<file path="config.mk">
export PLATFORM = sky130hd
export DESIGN_NAME = logic_exec
export DESIGN_NICKNAME = d
export VERILOG_FILES = /design/src/rtl/logic_exec_pkg.sv /design/src/rtl/logic_exec_decode.sv /design/src/rtl/logic_exec_alu.sv /design/src/rtl/logic_exec_regfile.sv /design/src/rtl/logic_exec.sv
export SDC_FILE = /design/constraint.sdc
export NUM_CORES = 2
export LEC_CHECK = 0
export ABC_AREA = 0
export BUFFER_PORTS_ARGS = -buffer_cell sky130_fd_sc_hd__buf_2
export CORE_MARGIN = 3
export CORE_UTILIZATION = 58
export DETAILED_ROUTE_END_ITERATION = 16
export MAX_ROUTING_LAYER = met4
export PLACE_DENSITY_LB_ADDON = 0.05
export SLEW_MARGIN = 20
export SYNTH_ARGS = -nofsm -noshare
export SYNTH_HDL_FRONTEND = slang
export SYNTH_SLANG_ARGS = --single-unit
export TNS_END_PERCENT = 30
</file>
<file path="constraint.sdc">
create_clock -name clk -period 3 [get_ports clk]
set_input_delay 0.3 -clock clk [delete_from_list [all_inputs] [get_ports clk]]
set_output_delay 0.3 -clock clk [all_outputs]
set_load 0.02 [all_outputs]
</file>
<file path="src/rtl/logic_exec_pkg.sv">
package logic_exec_pkg;

  localparam int unsigned INSTR_W = 16;
  localparam int unsigned RSEL_W  = 4;   // register field width in the encoding
  localparam int unsigned CONST_W = 8;   // constant field width in the encoding

  typedef enum logic [2:0] {
    LOP_AND = 3'd0,
    LOP_OR  = 3'd1,
    LOP_XOR = 3'd2,
    LOP_NOT = 3'd3,
    LOP_TST = 3'd4
  } lop_e;

  typedef struct packed {
    logic               legal;
    lop_e               op;
    logic               use_const;
    logic               wr_en;
    logic               t_en;
    logic [RSEL_W-1:0]  dst;
    logic [RSEL_W-1:0]  src;
    logic [CONST_W-1:0] konst;
  } lop_dec_t;

endpackage

</file>
<file path="src/rtl/logic_exec_decode.sv">
module logic_exec_decode
  import logic_exec_pkg::*;
(
  input  logic [INSTR_W-1:0] word_i,
  input  logic               valid_i,
  output lop_dec_t           dec_o
);

  lop_dec_t raw;

  always_comb begin
    raw           = '0;
    raw.op        = LOP_AND;
    raw.dst       = word_i[11:8];
    raw.src       = word_i[7:4];
    raw.konst     = word_i[7:0];
    casez (word_i)
      16'b0010_????_????_1001: begin raw.legal = 1'b1; raw.op = LOP_AND; end
      16'b0010_????_????_1011: begin raw.legal = 1'b1; raw.op = LOP_OR;  end
      16'b0010_????_????_1010: begin raw.legal = 1'b1; raw.op = LOP_XOR; end
      16'b0010_????_????_1000: begin raw.legal = 1'b1; raw.op = LOP_TST; end
      16'b0110_????_????_0111: begin raw.legal = 1'b1; raw.op = LOP_NOT; end
      16'b1100_1001_????_????: begin raw.legal = 1'b1; raw.op = LOP_AND; raw.use_const = 1'b1; end
      16'b1100_1011_????_????: begin raw.legal = 1'b1; raw.op = LOP_OR;  raw.use_const = 1'b1; end
      16'b1100_1010_????_????: begin raw.legal = 1'b1; raw.op = LOP_XOR; raw.use_const = 1'b1; end
      16'b1100_1000_????_????: begin raw.legal = 1'b1; raw.op = LOP_TST; raw.use_const = 1'b1; end
      default: raw.legal = 1'b0;
    endcase
    if (raw.use_const) raw.dst = '0;
  end

  always_comb begin
    dec_o       = raw;
    dec_o.t_en  = valid_i & raw.legal & (raw.op == LOP_TST);
    dec_o.wr_en = valid_i & raw.legal & (raw.op != LOP_TST);
  end

endmodule

</file>
<file path="src/rtl/logic_exec_alu.sv">
module logic_exec_alu
  import logic_exec_pkg::*;
#(
  parameter int unsigned DATA_W = 32
) (
  input  lop_e              op_i,
  input  logic [DATA_W-1:0] a_i,
  input  logic [DATA_W-1:0] b_i,
  output logic [DATA_W-1:0] res_o,
  output logic              zero_o
);

  always_comb begin
    unique case (op_i)
      LOP_AND, LOP_TST: res_o = a_i & b_i;
      LOP_OR:           res_o = a_i | b_i;
      LOP_XOR:          res_o = a_i ^ b_i;
      LOP_NOT:          res_o = ~b_i;
      default:          res_o = a_i & b_i;
    endcase
  end

  assign zero_o = (res_o == '0);

endmodule

</file>
<file path="src/rtl/logic_exec_regfile.sv">
module logic_exec_regfile #(
  parameter int unsigned DATA_W = 32,
  parameter int unsigned NREGS  = 16,
  localparam int unsigned AW    = $clog2(NREGS)
) (
  input  logic              clk,
  input  logic              rst_n,
  input  logic              we_a_i,
  input  logic [AW-1:0]     waddr_a_i,
  input  logic [DATA_W-1:0] wdata_a_i,
  input  logic              we_b_i,
  input  logic [AW-1:0]     waddr_b_i,
  input  logic [DATA_W-1:0] wdata_b_i,
  input  logic [AW-1:0]     raddr0_i,
  input  logic [AW-1:0]     raddr1_i,
  input  logic [AW-1:0]     raddr2_i,
  output logic [DATA_W-1:0] rdata0_o,
  output logic [DATA_W-1:0] rdata1_o,
  output logic [DATA_W-1:0] rdata2_o
);

  logic [DATA_W-1:0] regs_q [NREGS];

  for (genvar g = 0; g < NREGS; g++) begin : g_entry
    logic              hit_a, hit_b, en;
    logic [DATA_W-1:0] d;

    always_comb begin
      hit_a = we_a_i && (waddr_a_i == AW'(g));
      hit_b = we_b_i && (waddr_b_i == AW'(g));
      en    = hit_a | hit_b;
      d     = hit_a ? wdata_a_i : wdata_b_i;
    end

    always_ff @(posedge clk or negedge rst_n) begin
      if (!rst_n)  regs_q[g] <= '0;
      else if (en) regs_q[g] <= d;
    end
  end

  assign rdata0_o = regs_q[raddr0_i];
  assign rdata1_o = regs_q[raddr1_i];
  assign rdata2_o = regs_q[raddr2_i];

endmodule

</file>
<file path="src/rtl/logic_exec.sv">
module logic_exec
  import logic_exec_pkg::*;
#(
  parameter int unsigned DATA_W = 32,
  parameter int unsigned NREGS  = 16,
  localparam int unsigned AW    = $clog2(NREGS)
) (
  input  logic              clk,
  input  logic              rst_n,
  input  logic [15:0]       instr_i,
  input  logic              instr_valid_i,
  input  logic [AW-1:0]     dbg_addr_i,
  input  logic              dbg_we_i,
  input  logic [DATA_W-1:0] dbg_wdata_i,
  output logic [DATA_W-1:0] dbg_rdata_o,
  output logic              t_flag_o,
  output logic              illegal_o
);

  lop_dec_t          dec;
  logic [DATA_W-1:0] opa, opb_reg, opb, res;
  logic              res_zero;
  logic              inst_we;
  logic [AW-1:0]     inst_waddr;
  logic              t_q, t_d;

  logic_exec_decode u_dec (
    .word_i  (instr_i),
    .valid_i (instr_valid_i),
    .dec_o   (dec)
  );

  assign inst_we    = dec.wr_en;
  assign inst_waddr = AW'(dec.dst);

  logic_exec_regfile #(.DATA_W(DATA_W), .NREGS(NREGS)) u_rf (
    .clk       (clk),
    .rst_n     (rst_n),
    .we_a_i    (inst_we),
    .waddr_a_i (inst_waddr),
    .wdata_a_i (res),
    .we_b_i    (dbg_we_i),
    .waddr_b_i (dbg_addr_i),
    .wdata_b_i (dbg_wdata_i),
    .raddr0_i  (inst_waddr),
    .raddr1_i  (AW'(dec.src)),
    .raddr2_i  (dbg_addr_i),
    .rdata0_o  (opa),
    .rdata1_o  (opb_reg),
    .rdata2_o  (dbg_rdata_o)
  );

  assign opb = dec.use_const ? {{(DATA_W-CONST_W){1'b0}}, dec.konst} : opb_reg;

  logic_exec_alu #(.DATA_W(DATA_W)) u_alu (
    .op_i   (dec.op),
    .a_i    (opa),
    .b_i    (opb),
    .res_o  (res),
    .zero_o (res_zero)
  );

  always_comb begin
    t_d = t_q;
    if (dec.t_en) t_d = res_zero;
  end

  always_ff @(posedge clk or negedge rst_n) begin
    if (!rst_n) t_q <= 1'b0;
    else        t_q <= t_d;
  end

  assign t_flag_o  = t_q;
  assign illegal_o = instr_valid_i & ~dec.legal;

endmodule

</file>
-- Word level (Yosys, flattened, before mapping)
Index checks and enable logic that the tools add are counted.
Widths: inputs -> output; s select.
- register bits: 513
- output and inout port bits: 34
- logic and storage cells: 163
- order comparisons: 3
- equal/unequal tests: 44
- muxes and demuxes: 31
- bitwise operators: 28
- reductions and logical operators: 40
- operators with widths (cell ; number):
    $mux 32 ; 23
    $bmux 32 s4 ; 3
    $pmux 32 s3 ; 1
    $eq 4x4->1 const B ; 16
    $and 32x32->32 ; 1
    $eq 4x3->1 const B ; 8
    $eq 8x6->1 const B ; 4
    $eq 8x8->1 const B ; 4
    $logic_and 1x1->1 ; 32
    $logic_not 32->1 ; 1
    $not 32->32 ; 1
    $or 32x32->32 ; 1
    $xor 32x32->32 ; 1
    $eq 4x2->1 const B ; 4
    $or 1x1->1 ; 16
    $ge 5x5->1 const B ; 3
    $not 4->5 ; 3
    $pmux 3 s4 ; 1
    $reduce_or 9->1 ; 1
    $eq 4x1->1 const B ; 2
    $eq 8x7->1 const B ; 1
    $logic_not 4->1 ; 2
    $eq 3x2->1 const B ; 2
    $reduce_or 2->1 ; 3
    8 further kinds ; 12

-- Logic depth before layout (Yosys ltp)
- depth in word-level cells: 11
- depth in mapped cells: 20
- gate-level depth less buffers: 15

-- By module
Synthesis repeated with hierarchy kept, for this count alone.
- cells, all modules: 4358
- area, all modules: 40338.7 um^2
- by module, submodules not included (module ; instances ; cells each ; area each (um^2) ; sequential area each (um^2)):
    logic_exec_regfile ; 1 ; 3943 ; 37267.0 ; 12812.3
    logic_exec_alu ; 1 ; 341 ; 2476.1 ; 0.0
    logic_exec ; 1 ; 38 ; 326.6 ; 25.0
    logic_exec_decode ; 1 ; 36 ; 269.0 ; 0.0

-- Least setup slack after synthesis
No wires, ideal clock.
- path type: input port to flip-flop
- start point: input port instr_i[13]
- end point: register t_q (netlist: t_flag_o)
- setup time: 0.092 ns
- arrival time: 3.421 ns
- required time: 2.908 ns
- setup slack: -0.512 ns
- stages on the path: 17
- buffers on the path: 3
- path through: and4bb_2 -> nand2_2 -> and2_1 -> clkbuf_1 -> clkbuf_1 -> clkbuf_1 -> o22ai_1 -> nor2_1 -> o22ai_1 -> nor2_1 -> inv_1 -> ha_1 -> o22a_1 -> o22a_2 -> a2111oi_2 -> nand4_1 -> o31ai_2
- longest elaborated chain between the ends: 11
- elaborated cells between the ends (all ways): 35
- classes of those cells: 13 x eq/ne; 9 x mux; 7 x bitwise; 6 x reduce/logical
- ends and longest elaborated chain (what ; RTL line ; source):
    from (decl) ; logic_exec.sv:10 ; input logic [15:0] instr_i,
    $eq 8x8->1 ; logic_exec_decode.sv:17 ; casez (word_i)
    $reduce_or 4->1 (no source line) ; - ;
    $mux 1 ; logic_exec_decode.sv:17 ;
    $mux 4 ; logic_exec_decode.sv:29 ; if (raw.use_const) raw.dst = '0;
    $not 4->5 (implied by the code) ; logic_exec_regfile.sv:41 ; assign rdata0_o = regs_q[raddr0_i];
    $bmux 32 s4 ; logic_exec_regfile.sv:41 ;
    $mux 32 (implied by the code) (2 in a row) ; logic_exec_regfile.sv:41 ;
    $and 32x32->32 (tied with other cells) ; logic_exec_alu.sv:15, logic_exec_alu.sv:19 ;
    $pmux 32 s3 ; logic_exec_alu.sv:14 ; unique case (op_i)
    $logic_not 32->1 ; logic_exec_alu.sv:23 ; assign zero_o = (res_o == '0);
    to (signal assigned) ; logic_exec.sv:70 ; else t_q <= t_d;
    to (decl) ; logic_exec.sv:25 ; logic t_q, t_d;
Several ways; a longest one is shown, not always the timed one. The select of a mux whose other input is x is not followed.
A chain may end at the register's enable or synchronous reset.

-- Final worst setup path
- start point: register u_rf.regs_q[183] (netlist name)
- end point: register t_q (netlist: t_flag_o)
- longest elaborated chain between the ends: 7
- elaborated cells between the ends (all ways): 13
- classes of those cells: 8 x mux; 4 x bitwise; 1 x reduce/logical
- ends and longest elaborated chain (what ; RTL line ; source):
    from (decl) ; logic_exec_regfile.sv:22 ; logic [DATA_W-1:0] regs_q [NREGS];
    from (signal, indexed assignment) ; logic_exec_regfile.sv:36 ; if (!rst_n) regs_q[g] <= '0;
    from (signal, indexed assignment) ; logic_exec_regfile.sv:37 ; else if (en) regs_q[g] <= d;
    $bmux 32 s4 ; logic_exec_regfile.sv:42 ; assign rdata1_o = regs_q[raddr1_i];
    $mux 32 (implied by the code) (2 in a row) ; logic_exec_regfile.sv:42 ;
    $mux 32 ; logic_exec.sv:53 ; assign opb = dec.use_const ? {{(DATA_W-CONST_W){1'b0}}, dec.konst} : opb_reg;
    $and 32x32->32 (tied with other cells) ; logic_exec_alu.sv:15, logic_exec_alu.sv:19 ;
    $pmux 32 s3 (*) ; logic_exec_alu.sv:14 ;
    $logic_not 32->1 (*) ; logic_exec_alu.sv:23 ;
Every way passes the cells marked *; elsewhere a longest branch is shown, timed or not. The select of a mux whose other input is x is not followed.

==> flow_summary.ini <==
[worst_setup_path]
cp-end-kind = register
startpoint_type = register
path_class = register to register
critPathMaxFanout = 2
arrival_ns = 3.69
worstPathRequired_ns = 3.55

[cells_and_area]
area_delta_synth_final_pct = 21.8
nFillCells = 4625
final_cells = 4992
drive_gt1_frac = 0.279
mostFrequentLayoutCell = mux2i_1
final_cell_mix = 524 x mux2i_1, 518 x nand2_1, 513 x dfrtp_1
nNetsFinal = 4216
design_area_um2 = 45200
postLayoutCoreUtil = 0.716

[clock_network]
clk_latency_ns = 0.66
cts_tree = done
cts_sinks = 513
cts_max_path_buffers = 3
root_buffer = clkbuf_16
cts_buffers = 59
clk_pin_slew_ns = 0.07
htree_num_levels = 2

[worst_hold_path]
min_path_type = input pin to register

[route]
avgRoutedWirePerCell_um = 32.0
routed_wl_mm = 160
vias_per_cell = 7.26
ant_nets = 0
drc = 0
vias = 36300
first_pass_iters = 8
drt_iter0_markers = 5645

[sta]
hold_violations = 0
fin_skew_ns = 0.0216
fin_crit_sh = 1.05
setup_viol = 1
slew_viol_final = 0
fin_ws_ns = -0.140
tns_ns = -0.140
relSlewSlack = 0.486
finalCriticalPeriod_ns = 3.14
max_freq_ghz = 0.318
rsz0062_at_grt = yes
worst_pin_slew_ns = 0.771

[run]
maxCapViolCount = 0

[synthesis]
synth-edff-count = 0
synth_seq_cells = 513
synth.distinct_cells = 65
synthArstFlopShare = 1.00
syn_inst = 3784
ys_seq_area_frac = 0.346
yosys_warnings = 0
syn_avg_cell_area_um2 = 9.82
synth_area_um2 = 37100
ys.flop_type = dfrtp_1
synth_nets = 3904

[global_route]
grt_usage = 0.488
grt_max_degree = 97
grt_remaining_overflow = 0
grt_pass1_vias = 35900
grt_pass1_wl_mm = 236
antenna_found_initial = 5

[outcome]
violations = setup timing
status = complete, but fails checks

[pwr]
p_per_area_nw_per_um2 = 603
power_leakage_uw = 0.0193
ir_drop_mv = 0.539

[floorplan]
die_h_um = 259
start_util = 0.588
core_area_um2 = 63200
die-width_um = 259
num_rows = 92
io-pin-count = 90
die_area_um2 = 67100

[placed_design]
gp_congestion = 1.00
dp_cells = 4873
placed_area_um2 = 42900
portBuffers = 89
place_hpwl_mm = 103
-- per-stage QoR --
step           total power, µW  worst slack, ns  hold WS [ns]
2_1_floorplan            15400          -0.0385       0.00441
3_3_place_gp             18600            -1.05         0.330
3_5_place_dp             19000            -1.12         0.332
4_1_cts                  26900          -0.0822        0.0743
5_1_grt                  28300           -0.162         0.115
6_report                 27300           -0.140         0.111
-- worst paths after layout --
kind / startpoint / endpoint / slack (ns) / depth (start not counted)
hold reg to reg: u_rf.regs_q[190] / u_rf.regs_q[190] / 0.53 / 2
min in group asynchronous: rst_n / u_rf.regs_q[295] / 0.24 / 2
setup / recovery: u_rf.regs_q[183] / t_flag_o / -0.14 / 10
setup reg to reg: u_rf.regs_q[183] / t_flag_o / -0.14 / 10
hold / removal: dbg_wdata_i[10] / u_rf.regs_q[426] / 0.11 / 3
max in group asynchronous: rst_n / t_flag_o / 1.73 / 3
-- report_power, final --
part / total [µW] / switching (µW) / internal (µW) / leakage (µW)
clock network: 7840 / 3210 / 4620 / 0.00100
registers: 10300 / 1780 / 8560 / 0.00635
logic: 9100 / 4440 / 4660 / 0.0119
total: 27300 / 9440 / 17800 / 0.0193
-- cell usage after synthesis, drive strengths merged, types with 2 or more instances --
cell	number	area [µm²]
buf	107	616
a2bb2oi	5	43.8
o22ai	258	1630
o221ai	13	120
nor3	17	85.1
inv	62	233
o22a	14	124
a41oi	4	35.0
a22o	10	87.6
nand2	527	1980
and2	8	50.1
and3	4	25.0
nand4	2	12.5
nor2b	23	144
nor3b	4	30.0
a31o	2	17.5
nand3	15	75.1
or2	8	50.1
a22oi	47	353
a21oi	119	603
a211oi	17	128
nand2b	9	63.8
o31ai	2	20.0
o32a	2	20.0
o21a	7	52.6
a31oi	5	43.8
mux4	277	6240
o211ai	5	42.5
nand3b	2	15.0
dfrtp	513	12800
a21o	18	135
o221a	2	22.5
nor2	234	878
clkbuf	288	1080
o21ai	488	2440
nor4	5	31.3
or3	7	43.8
and4bb	2	25.0
ha	64	801
mux2	33	372
mux2i	525	5260
a221oi	22	193
-- worst max-delay path, stage by stage (launching register included) --
cell	delay, ns
dfrtp_1	0.41
mux4_2	0.49
mux4_2	0.49
and2_4	0.19
inv_4	0.05
ha_4	0.20
o22ai_4	0.21
o221ai_4	0.20
nor3_4	0.28
nand4b_1	0.27
o31ai_2	0.25
-- sequential cells by signal (all words and copies together), names as in the netlist --
signal       flops
t_flag_o         1
u_rf.regs_q    512
-- cells by family (layout without fill, tap and decap cells) --
kind of cell    count (synthesis)  count (layout)  synth area share
mux                           835             835             0.319
other cells                     0               3                 0
fa+ha+maj                      64              64            0.0216
flops                         513             513             0.346
simple gates                  871             871            0.0960
buf+inv                       457             816            0.0519
compound gates               1044            1044             0.166
-- area by class of cell --
class                           count  area, µm²  share of cell area
Timing Repair Buffer              646       6170               0.136
Tap cell                          846       1060              0.0234
Inverter                           62        238             0.00525
Clock inverter                     19        293             0.00647
Antenna cell                        3       7.51            0.000166
Clock buffer                       89       1760              0.0389
Sequential cell                   513      12800               0.284
Multi-Input combinational cell   2814      22900               0.506
-- metal layers --
layer  up-vias  track usage  wire length (µm)  part of all wire
met5         -            -                 0                 0
met4         0        0.280             11600             0.072
met2      3127        0.686             67600              0.42
met1     17600        0.628             58200              0.36
li1      14700            -                 -                 -
met3       800        0.147             22500              0.14
-- what timing repair did --
action | 4_1_cts | 5_1_grt
resized for setup | 23 | 26
gates cloned | 0 | 2
pin swaps | 11 | 10
hold buffers | 1 | 0
endpoints found under the setup margin | 4 | 64
endpoints found under the hold margin | 54 | 0
buffers inserted | 3 | 3
Power figures use the tool's default switching activity.
